===== src/rtl/redund_supervisor_pkg.sv =====
package redund_supervisor_pkg;

  typedef enum logic [1:0] {
    ST_ONLINE  = 2'd0,
    ST_OFFLINE = 2'd1,
    ST_RECFG   = 2'd2,
    ST_SYNC    = 2'd3
  } supState_e;

  // Strobes from control to datapath
  typedef struct packed {
    logic stepEn;   // duty counter may step
    logic dutyClr;  // clear duty at end of reconfiguration
    logic dutyLoad; // capture peer duty
    logic tmrRun;   // reconfiguration timer runs
    logic watchEn;  // peer watchdog active
  } supCtrl_t;

endpackage


===== src/rtl/redund_supervisor_ctrl.sv =====
module redund_supervisor_ctrl
  import redund_supervisor_pkg::*;
(
  input  logic      clk,
  input  logic      rstN,
  input  logic      injectErr,
  input  logic      reconfigReqIn,
  input  logic      dutyInValid,
  input  logic      reconfDone,
  output supState_e state,
  output supCtrl_t  ctrl
);

  supState_e stateNxt;

  always_comb begin
    stateNxt = state;
    unique case (state)
      ST_ONLINE:  if (injectErr)     stateNxt = ST_OFFLINE;
      ST_OFFLINE: if (reconfigReqIn) stateNxt = ST_RECFG;
      ST_RECFG:   if (reconfDone)    stateNxt = ST_SYNC;
      ST_SYNC:    if (dutyInValid)   stateNxt = ST_ONLINE;
      default:                       stateNxt = ST_OFFLINE;
    endcase
  end

  always_comb begin
    ctrl          = '0;
    ctrl.stepEn   = (state == ST_ONLINE);
    ctrl.watchEn  = (state == ST_ONLINE);
    ctrl.tmrRun   = (state == ST_RECFG);
    ctrl.dutyClr  = (state == ST_RECFG) && reconfDone;
    ctrl.dutyLoad = (state == ST_SYNC) && dutyInValid;
  end

  always_ff @(posedge clk) begin
    if (!rstN) state <= ST_ONLINE;
    else       state <= stateNxt;
  end

endmodule


===== src/rtl/redund_supervisor_dp.sv =====
module redund_supervisor_dp
  import redund_supervisor_pkg::*;
#(
  parameter int DUTY_W       = 8,
  parameter int PEER_TIMEOUT = 1000,
  parameter int RECFG_CYCLES = 5000
) (
  input  logic              clk,
  input  logic              rstN,
  input  supCtrl_t          ctrl,
  input  logic              stepUp,
  input  logic              stepDown,
  input  logic              peerOffline,
  input  logic [DUTY_W-1:0] dutyIn,
  output logic [DUTY_W-1:0] duty,
  output logic              reconfDone,
  output logic              peerExpired,
  output logic              pwmOut
);

  localparam int PCW = $clog2(PEER_TIMEOUT + 1);
  localparam int TW  = $clog2(RECFG_CYCLES + 1);
  localparam logic [DUTY_W-1:0] DUTY_MAX = '1;

  logic [PCW-1:0]    peerCnt;
  logic [TW-1:0]     recfgTmr;
  logic [DUTY_W-1:0] periodCnt;

  assign peerExpired = (peerCnt == PCW'(PEER_TIMEOUT));
  assign reconfDone  = (recfgTmr == TW'(RECFG_CYCLES - 1));
  assign pwmOut      = (periodCnt < duty);

  // Peer watchdog: continuous offline only
  always_ff @(posedge clk) begin
    if (!rstN)                           peerCnt <= '0;
    else if (ctrl.watchEn && peerOffline) begin
      if (!peerExpired)                  peerCnt <= peerCnt + 1'b1;
    end else                             peerCnt <= '0;
  end

  // Reconfiguration emulation timer
  always_ff @(posedge clk) begin
    if (!rstN || !ctrl.tmrRun) recfgTmr <= '0;
    else                       recfgTmr <= recfgTmr + 1'b1;
  end

  // Duty state: saturating up/down counter with clear and load
  always_ff @(posedge clk) begin
    if (!rstN)              duty <= '0;
    else if (ctrl.dutyClr)  duty <= '0;
    else if (ctrl.dutyLoad) duty <= dutyIn;
    else if (ctrl.stepEn) begin
      if (stepUp && !stepDown && duty != DUTY_MAX)   duty <= duty + 1'b1;
      else if (stepDown && !stepUp && duty != '0)    duty <= duty - 1'b1;
    end
  end

  // PWM period counter
  always_ff @(posedge clk) begin
    if (!rstN) periodCnt <= '0;
    else       periodCnt <= periodCnt + 1'b1;
  end

endmodule


===== src/rtl/redund_supervisor.sv =====
module redund_supervisor
  import redund_supervisor_pkg::*;
#(
  parameter int DUTY_W       = 8,
  parameter int PEER_TIMEOUT = 1000,
  parameter int RECFG_CYCLES = 5000
) (
  input  logic              clk,
  input  logic              rstN,
  input  logic              injectErr,
  input  logic              stepUp,
  input  logic              stepDown,
  input  logic              peerOffline,
  input  logic              reconfigReqIn,
  input  logic [DUTY_W-1:0] dutyIn,
  input  logic              dutyInValid,
  output logic              selfOffline,
  output logic              reconfigReqOut,
  output logic              pwmEn,
  output logic              pwmOut,
  output logic [DUTY_W-1:0] dutyOut,
  output logic              dutyOutValid
);

  supState_e state;
  supCtrl_t  ctrl;
  logic      reconfDone;
  logic      peerExpired;

  redund_supervisor_ctrl u_ctrl (
    .clk          (clk),
    .rstN         (rstN),
    .injectErr    (injectErr),
    .reconfigReqIn(reconfigReqIn),
    .dutyInValid  (dutyInValid),
    .reconfDone   (reconfDone),
    .state        (state),
    .ctrl         (ctrl)
  );

  redund_supervisor_dp #(
    .DUTY_W      (DUTY_W),
    .PEER_TIMEOUT(PEER_TIMEOUT),
    .RECFG_CYCLES(RECFG_CYCLES)
  ) u_dp (
    .clk        (clk),
    .rstN       (rstN),
    .ctrl       (ctrl),
    .stepUp     (stepUp),
    .stepDown   (stepDown),
    .peerOffline(peerOffline),
    .dutyIn     (dutyIn),
    .duty       (dutyOut),
    .reconfDone (reconfDone),
    .peerExpired(peerExpired),
    .pwmOut     (pwmOut)
  );

  assign selfOffline    = (state != ST_ONLINE);
  assign pwmEn          = (state == ST_ONLINE);
  assign dutyOutValid   = (state == ST_ONLINE);
  assign reconfigReqOut = ctrl.watchEn && peerExpired && peerOffline;

endmodule


===== config.mk =====
export PLATFORM = sky130hd
export DESIGN_NAME = redund_supervisor
export DESIGN_NICKNAME = d
export VERILOG_FILES = /design/src/rtl/redund_supervisor_pkg.sv /design/src/rtl/redund_supervisor_ctrl.sv /design/src/rtl/redund_supervisor_dp.sv /design/src/rtl/redund_supervisor.sv
export SDC_FILE = /design/constraint.sdc
export NUM_CORES = 1
export LEC_CHECK = 0
export BUFFER_PORTS_ARGS = -buffer_cell sky130_fd_sc_hd__buf_2
export CAP_MARGIN = 0
export CORE_MARGIN = 2
export CORE_UTILIZATION = 58
export CTS_CLUSTER_DIAMETER = 30
export DETAILED_ROUTE_END_ITERATION = 7
export PLACE_DENSITY_LB_ADDON = 0.05
export RECOVER_POWER = 25
export SETUP_SLACK_MARGIN = 0.05
export SLEW_MARGIN = 20
export SYNTH_ARGS = -nofsm -noshare
export SYNTH_HDL_FRONTEND = slang
export SYNTH_SLANG_ARGS = --single-unit

===== constraint.sdc =====
create_clock -name clk -period 2.76 [get_ports clk]
set_input_delay 0.276 -clock clk [delete_from_list [all_inputs] [get_ports clk]]
set_output_delay 0.276 -clock clk [all_outputs]
set_load 0.02 [all_outputs]

Yosys cells after proc, flatten, opt, wreduce, memory -nomap -nowiden
Cells that the tools add are included.
{"block": "totals", "register_bits": 41}
{"block": "classes", "eq_ne": 10, "n_mux": 9, "n_addsub": 5, "n_reduce_logical": 23, "order_cmp": 1, "n_bitwise": 1}
{"op": "$mux W8", "n": 4}
{"op": "$add A8 B1 Y8 const B", "n": 2}
{"op": "$add A13 B1 Y13 const B", "n": 1}
{"op": "$eq A13 B13 Y1 const B", "n": 1}
{"op": "$add A10 B1 Y10 const B", "n": 1}
{"op": "$eq A10 B10 Y1 const B", "n": 1}
{"op": "$logic_and A1 B1 Y1", "n": 9}
{"op": "$lt A8 B8 Y1", "n": 1}
{"op": "$mux W2", "n": 4}
{"op": "$ne A2 B2 Y1 const B", "n": 4}
{"op": "$ne A8 B8 Y1 const B", "n": 1}
{"op": "$pmux W2 S4", "n": 1}
{"op": "$reduce_bool A8 Y1", "n": 1}
{"op": "$sub A8 B1 Y8 const B", "n": 1}
{"op": "$eq A2 B2 Y1 const B", "n": 2}
{"op": "$logic_not A1 Y1", "n": 4}
{"op": "$reduce_and A2 Y1", "n": 2}
{"op": "$reduce_and A4 Y1", "n": 1}
{"op": "$reduce_bool A2 Y1", "n": 2}
{"op": "$reduce_bool A3 Y1", "n": 1}
{"op": "$eq A2 B1 Y1 const B", "n": 1}
{"op": "$logic_not A2 Y1", "n": 1}
{"op": "$reduce_or A2 Y1", "n": 1}
{"op": "$logic_or A1 B1 Y1", "n": 1}
{"op": "$not A1 Y1", "n": 1}

Depth between registers and ports, before layout
Gate-level depths: netlist (run 1).
{"block": "logic_depth", "ltp_word": 7, "depth_mapped": 9}

By module
Synthesis (run 1) repeated with hierarchy kept, for this count alone.
{"block": "hier_totals", "hier_cells": 273, "hier_area_um2": 2414.8}
{"mod": "redund_supervisor_dp", "cells_each": 246, "instances": 1, "area_per_inst_um2": 2165.8}
{"mod": "redund_supervisor_ctrl", "cells_each": 23, "instances": 1, "area_per_inst_um2": 225.2}
{"mod": "redund_supervisor", "cells_each": 4, "instances": 1, "area_per_inst_um2": 23.8}

Least setup slack after synthesis (run 1)
Ideal clock, no wire load.
{"block": "synth_path", "path_kind": "reg-to-reg", "from": "register u_dp.duty[0]", "to": "register u_dp.duty[5]", "arrival_ps": 2511, "n_path_buf": 0, "synth_period_minus_slack_ps": 2602, "path_slack_ps": 158, "stages_incl_launch_ff": 10, "setup_time_ps": 91, "path_cell_list": "dfxtp_1 nand4_1 or2_2 nand2_1 ha_1 a211oi_1 nor3b_1 o311ai_0 o2111ai_1 a311oi_1"}
{"block": "synth_between", "elab_chain_cells": 5}
{"element": "from (decl)", "line": "redund_supervisor_dp.sv:15", "source": "output logic [DUTY_W-1:0] duty,"}
{"element": "from (signal assigned)", "line": "redund_supervisor_dp.sv:51", "source": "else if (ctrl.dutyLoad) duty <= dutyIn;"}
{"element": "from (signal assigned)", "line": "redund_supervisor_dp.sv:53", "source": "if (stepUp && !stepDown && duty != DUTY_MAX) duty <= duty + 1'b1;"}
{"element": "from (signal assigned)", "line": "redund_supervisor_dp.sv:54", "source": "else if (stepDown && !stepUp && duty != '0) duty <= duty - 1'b1;"}
{"element": "$sub A8 B1 Y8 / $ne A8 B8 Y1 (equally long branches)", "line": "redund_supervisor_dp.sv:54, redund_supervisor_dp.sv:53"}
{"element": "$mux W8 / $logic_and A1 B1 Y1 (equally long branches)", "line": "redund_supervisor_dp.sv:54, redund_supervisor_dp.sv:53"}
{"element": "$mux W8", "line": "redund_supervisor_dp.sv:53"}
{"element": "$mux W8", "line": "redund_supervisor_dp.sv:52", "source": "else if (ctrl.stepEn) begin"}
{"element": "$mux W8", "line": "redund_supervisor_dp.sv:51"}
Parallel ways exist; a longest one is shown, timed or not. The select of a mux whose other input is x is not followed.
A chain may end at the register's enable or synchronous reset.

Worst setup path in the final report (run 1)
{"block": "layout_path", "from": "register u_dp.duty[2]", "to": "register u_dp.duty[7]"}
The elaborated chain is that of the path after synthesis.

==> impl_metrics.env, run 1 <==
export IMPL_finalNetCount=350
export IMPL_rr_worst_depth=9
export IMPL_critPathCaptureType="register"
export IMPL_yosys_cell_types_count=43
export IMPL_power_leakage_nw=1.113
export IMPL_synthMuxAreaShare_pct=2.500
export IMPL_r2r_slack_ns=0.29
export IMPL_reg2reg_to="u_dp.duty[7]"
export IMPL_path_cells="nand4_1, or2_2, nand2_2, ha_1, a211oi_2, nor3b_1, a221oi_1, a311o_1, nor2_1"
export IMPL_dr_first_iter_drc_count=97
export IMPL_grt_use_total_pct=22.59
export IMPL_dieArea_mm2=0.004672
export IMPL_place_congestion=0.8439
export IMPL_grt_max_degree=17
export IMPL_wl_per_cell_um=13.35
export IMPL_arrival_ns=2.71
export IMPL_port_buffers=28
export IMPL_synth_nets=314
export IMPL_grt_antenna_before_repair=0
export IMPL_initial_utilization_pct=60.06
export IMPL_critical_path_top_delay_family="simple AND/OR/NAND/NOR gates"
export IMPL_core_area_mm2=0.004000
export IMPL_num_vias=2028
export IMPL_clock_latency_ns=0.30
export IMPL_setup_tns_ns=0
export IMPL_clockPowerShare_pct=16.1
export IMPL_final_cell_mix="dfxtp_1, nor2_1, buf_2, ha_1"
export IMPL_switchingPower_mw=1.077
export IMPL_dr_pass1_iters=4
export IMPL_hold_viol_final=0
export IMPL_worstMarginPinSlew_ns=0.5096
export IMPL_syn_avg_cell_area_um2=8.736
export IMPL_die_y_um=68.36
export IMPL_synth_compound_area_share_pct=13.07
export IMPL_power_frac_seq_pct=31.0
export IMPL_crit_type="register to register"
export IMPL_pwr_share_comb_pct=53.0
export IMPL_critPathSlowestCell="nor3b_1"
export IMPL_ys_seq_area_share_pct=34.17
export IMPL_row_count=23
export IMPL_synthAdderAreaFrac_pct=12.29
export IMPL_peakVddDrop_mv=0.6019
export IMPL_antenna_cells=0
export IMPL_syn_inst=275
export IMPL_cpPeakStageDelay_ns=0.43
export IMPL_p_per_area_mw_per_mm2=916.0
export IMPL_fmax_mhz=404.4
export IMPL_viasPerCell=5.602
export IMPL_area_growth_pct=13.13
export IMPL_rsz0062_at_grt="false"
export IMPL_ios=29
export IMPL_synth_top_family_by_area="simple AND/OR/NAND/NOR gates"
export IMPL_endpoint="u_dp.duty[7]"
export IMPL_critPathRequiredTime_ns=2.99
export IMPL_grt_pass1_vias=1815
export IMPL_relSlewSlack_pct=65.95
export IMPL_final_antenna_net_count=0
export IMPL_setup_viol=0
export IMPL_grt_overflow=0
export IMPL_synth_xor_area_share_pct=9.115
export IMPL_syn_area_mm2=0.002402
export IMPL_status="finished clean"
export IMPL_cp_num_buf_inv=0
export IMPL_min_period_over_period_pct=89.59
export IMPL_hpwl_um=3731
export IMPL_ys_warn_count=0
export IMPL_yosys_register_bits=41
export IMPL_cts_sinks=41
export IMPL_worstSetupStartpoint="u_dp.duty[2]"
export IMPL_die_w_um=68.36
export IMPL_period_minus_slack_ns=2.473
export IMPL_htree_levels=2
export IMPL_maxCapViolCount=0
export IMPL_nFillCells=339
export IMPL_reg2reg_from="u_dp.duty[2]"
export IMPL_cts_tree="built"
export IMPL_slew_viol_final=0
export IMPL_finalClockSkew_ns=0.003003
export IMPL_cp_depth=9
export IMPL_instances_no_fill=362
export IMPL_path_clk_slew_ns=0.08
export IMPL_yosys_area_share_simple_pct=25.42
export IMPL_internal_power_mw=1.413
export IMPL_drive_above_1_share_pct=15.06
export IMPL_crit_fanout=6
export IMPL_grt_first_pass_wirelength_um=7810
export IMPL_start_kind="register"
export IMPL_swShare_pct=43.26
export IMPL_placedCellCount=354
export IMPL_route_detailed_drc=0
export IMPL_cts_root_buf="clkbuf_8"
export IMPL_finalWirelength_um=4831
export IMPL_ctsLongestPathBuffers=2
export IMPL_holdCritPathClass="input pin to register"
export IMPL_final_common_cell="dfxtp_1"
export IMPL_hold_slack_ns=0.2313
export IMPL_cts_buffers_inserted=5
==> cells by family after synthesis <==
kind of cell	after synthesis
AND/OR/NAND/NOR	115
flip-flops	41
adder cells (fa/ha/maj)	23
multiplexers	6
AO/OA/AOI/OAI	44
XOR/XNOR	25
buffers and inverters	21
==> state kept, by name, indices dropped and copies added (netlist names) <==
signal	cells
u_dp.peerCnt	10
u_ctrl.state	2
u_dp.recfgTmr	13
u_dp.periodCnt	8
u_dp.duty	8
==> routing by layer <==
metal  global-route usage [%]  wire [µm]  vias up
met1                    28.34       2363      933
met2                    38.35       2185       40
met5                        0          0        -
li1                         -          -     1050
met3                    4.934        230        5
met4                    7.250         52        0
==> worst min-delay path by stage <==
stage / start / end / cells after the start
2_1_floorplan: dutyIn[2] / u_dp.duty[2] / 2
3_3_place_gp: u_dp.recfgTmr[0] / u_dp.recfgTmr[0] / 1
3_5_place_dp: u_dp.recfgTmr[0] / u_dp.recfgTmr[0] / 1
4_1_cts: dutyIn[2] / u_dp.duty[2] / 3
5_1_grt: dutyIn[2] / u_dp.duty[2] / 3
6_report: dutyIn[2] / u_dp.duty[2] / 3
==> metrics by stage <==
step                power, mW  utilization, %  cell area (µm²)  worst slack (ns)
finish                  2.489           67.94             2718            0.2872
global route            2.688           67.94             2718            0.1004
CTS                     2.497           67.84             2714           0.08256
detailed placement      2.089           65.59             2624            0.1171
global placement        2.067           65.59             2624            0.2697
floorplan               1.741               -             2402            0.1581
==> worst min-delay path: cells and delay by family <==
family | cells | cell delay, ns
buf+inv | 1 | 0.10
simple gates | 1 | 0.05
compound gates | 1 | 0.05
==> cells in the mapped netlist, drive strengths merged <==
master | count | area (µm²)
mux2i | 6 | 60.06
a311o | 1 | 10.01
nor2b | 4 | 25.02
dfxtp | 41 | 820.8
and2 | 9 | 57.56
buf | 1 | 7.510
nand4 | 6 | 37.54
nor3b | 2 | 15.01
nand3 | 17 | 85.08
a21oi | 11 | 55.05
nor2 | 31 | 116.4
o211ai | 2 | 15.01
nand2b | 4 | 25.02
xor2 | 14 | 122.6
or3 | 6 | 37.54
and3 | 7 | 43.79
o221ai | 1 | 8.760
nand4bb | 1 | 11.26
fa | 1 | 20.02
o2111ai | 2 | 23.77
nand3b | 1 | 7.510
a221oi | 2 | 17.52
nand2 | 14 | 55.06
inv | 17 | 63.81
nor4bb | 2 | 20.02
o311ai | 1 | 8.760
ha | 22 | 275.3
o21ai | 8 | 51.30
a311oi | 2 | 17.52
or2 | 2 | 12.51
xnor2 | 11 | 96.34
o41ai | 1 | 8.760
a211oi | 6 | 45.04
a21o | 5 | 37.54
clkbuf | 3 | 11.26
nor3 | 4 | 20.02
o31ai | 2 | 15.01
or4 | 5 | 41.29
==> power groups by stage <==
| stage | logic, mW | registers (mW) | clock network [mW] |
|---|---|---|---|
| after floorplan | 0.878 | 0.863 | 0 |
| after global placement | 1.29 | 0.774 | 0 |
| after detailed placement | 1.31 | 0.779 | 0 |
| after CTS | 1.31 | 0.767 | 0.416 |
| after global routing | 1.47 | 0.785 | 0.432 |
| final | 1.32 | 0.771 | 0.400 |
==> area by class of cell <==
class | instances | area (µm²) | share of cell area (%)
sequential | 41 | 822.0 | 30.25
inverter | 17 | 63.81 | 2.348
clock buffer | 5 | 68.82 | 2.532
timing repair buffer | 33 | 172.7 | 6.354
tap | 50 | 62.56 | 2.302
multi-input combinational | 213 | 1506 | 55.43
clock inverter | 3 | 21.27 | 0.7827
==> repair_timing <==
item / 4_1_cts / 5_1_grt
gates resized for setup: 0 / 4
setup endpoints to repair: 0 / 3
endpoints found under the hold margin: 0 / 0
setup buffers: 0 / 0
hold buffers: 0 / 0
(Power assumes the default switching activity.)
==> run 2, diff against run 1 <==
PLACE_DENSITY_LB_ADDON = 0.25   (was 0.05)
==> run 2 against run 1 <==
Effect of this change:
- largest power group unchanged
- power rose by 5.3%
- highest routed layer unchanged
- global-route usage rose by 1.7 points
- routed wire length rose by 7.0%
- design area rose by 0.74%
- count of clock-buffer cells in the layout rose by 2
- first-iteration DRC count fell by 16%
==> impl_metrics.env, run 2 (synthesis gave the netlist of run 1 again) <==
export IMPL_status="finished clean"
export IMPL_htree_levels=2
export IMPL_finalClockSkew_ns=0.004435
export IMPL_hold_viol_final=0
export IMPL_period_minus_slack_ns=2.438
export IMPL_dr_first_iter_drc_count=81
export IMPL_min_period_over_period_pct=88.33
export IMPL_finalNetCount=349
export IMPL_start_kind="register"
export IMPL_worstSetupStartpoint="u_dp.duty[7]"
export IMPL_route_detailed_drc=0
export IMPL_placedCellCount=353
export IMPL_grt_pass1_vias=1859
export IMPL_p_per_area_mw_per_mm2=957.5
export IMPL_maxCapViolCount=0
export IMPL_critPathCaptureType="register"
export IMPL_holdCritPathClass="input pin to register"
export IMPL_area_growth_pct=13.96
export IMPL_fin_ws_ns=0.3222
export IMPL_cts_tree="built"
export IMPL_reg_top3="u_dp.recfgTmr x13, u_dp.peerCnt x10"
export IMPL_die_w_um=68.36
export IMPL_multi_input_area_mm2=0.001506
export IMPL_fmax_mhz=410.2
export IMPL_num_vias=2069
export IMPL_hpwl_um=3829
export IMPL_total_power_mw=2.621
export IMPL_relSlewSlack_pct=65.15
export IMPL_placed_cell_area_mm2=0.002616
export IMPL_hold_slack_ns=0.2174
export IMPL_viasPerCell=5.731
export IMPL_nFillCells=345
export IMPL_ios=29
export IMPL_cts_sinks=41
export IMPL_clock_latency_ns=0.30
export IMPL_postCtsSetupRepairBufs=0
export IMPL_worstMarginPinSlew_ns=0.5215
export IMPL_place_ws_ns=0.1273
export IMPL_port_buffers=28
export IMPL_top_register="u_dp.recfgTmr"
export IMPL_cts_root_buf="clkbuf_8"
export IMPL_reg2reg_to="u_dp.duty[6]"
export IMPL_dr_pass1_iters=4
export IMPL_path_clk_slew_ns=0.08
export IMPL_drive_above_1_share_pct=14.79
export IMPL_grt_first_pass_wirelength_um=8397
export IMPL_rsz0062_at_grt="false"
export IMPL_grt_antenna_before_repair=0
export IMPL_power_leakage_nw=1.118
export IMPL_core_area_mm2=0.004000
export IMPL_final_antenna_net_count=0
export IMPL_setup_viol=0
export IMPL_r2r_slack_ns=0.32
export IMPL_instances_no_fill=361
export IMPL_setup_tns_ns=0
export IMPL_final_cell_mix="dfxtp_1, nor2_1, buf_2, ha_1"
export IMPL_reg2reg_from="u_dp.duty[7]"
export IMPL_place_congestion=0.7913
export IMPL_finalWirelength_um=5169
export IMPL_final_cell_area_mm2=0.002738
export IMPL_ctsLongestPathBuffers=2
export IMPL_critPathRequiredTime_ns=2.97
export IMPL_slew_viol_final=0
export IMPL_crit_fanout=6
export IMPL_largest_register_ffs=13
export IMPL_die_y_um=68.36
export IMPL_rr_worst_depth=9
export IMPL_final_common_cell="dfxtp_1"
export IMPL_endpoint="u_dp.duty[6]"
export IMPL_crit_type="register to register"
export IMPL_wl_per_cell_um=14.32
export IMPL_area_sequential_um2=824.5
export IMPL_final_util_pct=68.44
export IMPL_arrival_ns=2.65
export IMPL_grt_max_degree=17
export IMPL_cts_buffers_inserted=5
export IMPL_grt_overflow=0
export IMPL_initial_utilization_pct=60.06
export IMPL_antenna_cells=0
export IMPL_row_count=23
export IMPL_dieArea_mm2=0.004672
export IMPL_grt_use_total_pct=24.24
export IMPL_peakVddDrop_mv=0.6952
## run 2: metal layers
layer	up-vias	GRT usage [%]	part of all wire (%)
li1	1046	-	-
met1	969	29.96	47
met2	41	39.20	47
met3	13	6.414	3.5
met4	0	11.25	2.6
met5	-	0	0
## run 2: worst max-delay path, stage by stage (launching register included)
cell,delay (ns)
dfxtp_1,0.39
nand4_1,0.13
or2_2,0.34
nand2_2,0.15
ha_1,0.29
a211oi_1,0.39
nor3b_1,0.12
mux2i_1,0.14
a21o_1,0.17
a311oi_1,0.22
## run 2: layout make-up
type                            count  area share, %
Clock buffer                        7          3.154
Clock inverter                      1          1.097
Inverter                           17          2.331
Multi-Input combinational cell    213          55.03
Sequential cell                    41          30.12
Tap cell                           50          2.285
Timing Repair Buffer               32          5.987
## run 2: power by group
group          switching, mW  leakage, nW  internal (mW)
combinational          0.786        0.725          0.546
sequential            0.0929        0.334          0.684
clock                  0.217       0.0585          0.295
total                   1.10         1.12           1.53
## run 2: worst min-delay path by stage
stage | startpoint | to | slack [ns] | cells past startpoint
6_report | dutyIn[2] | u_dp.duty[2] | 0.22 | 3
5_1_grt | dutyIn[2] | u_dp.duty[2] | 0.22 | 3
4_1_cts | dutyIn[2] | u_dp.duty[2] | 0.22 | 3
3_5_place_dp | u_dp.recfgTmr[0] | u_dp.recfgTmr[0] | 0.45 | 1
3_3_place_gp | u_dp.recfgTmr[0] | u_dp.recfgTmr[0] | 0.43 | 1
2_1_floorplan | dutyIn[2] | u_dp.duty[2] | 0.41 | 2
## run 2: repair_timing
action                                  in CTS  in global routing
resized for setup                            0                  6
endpoints found under the setup margin       0                  1
hold endpoints to repair                     0                  0
hold buffers                                 0                  0
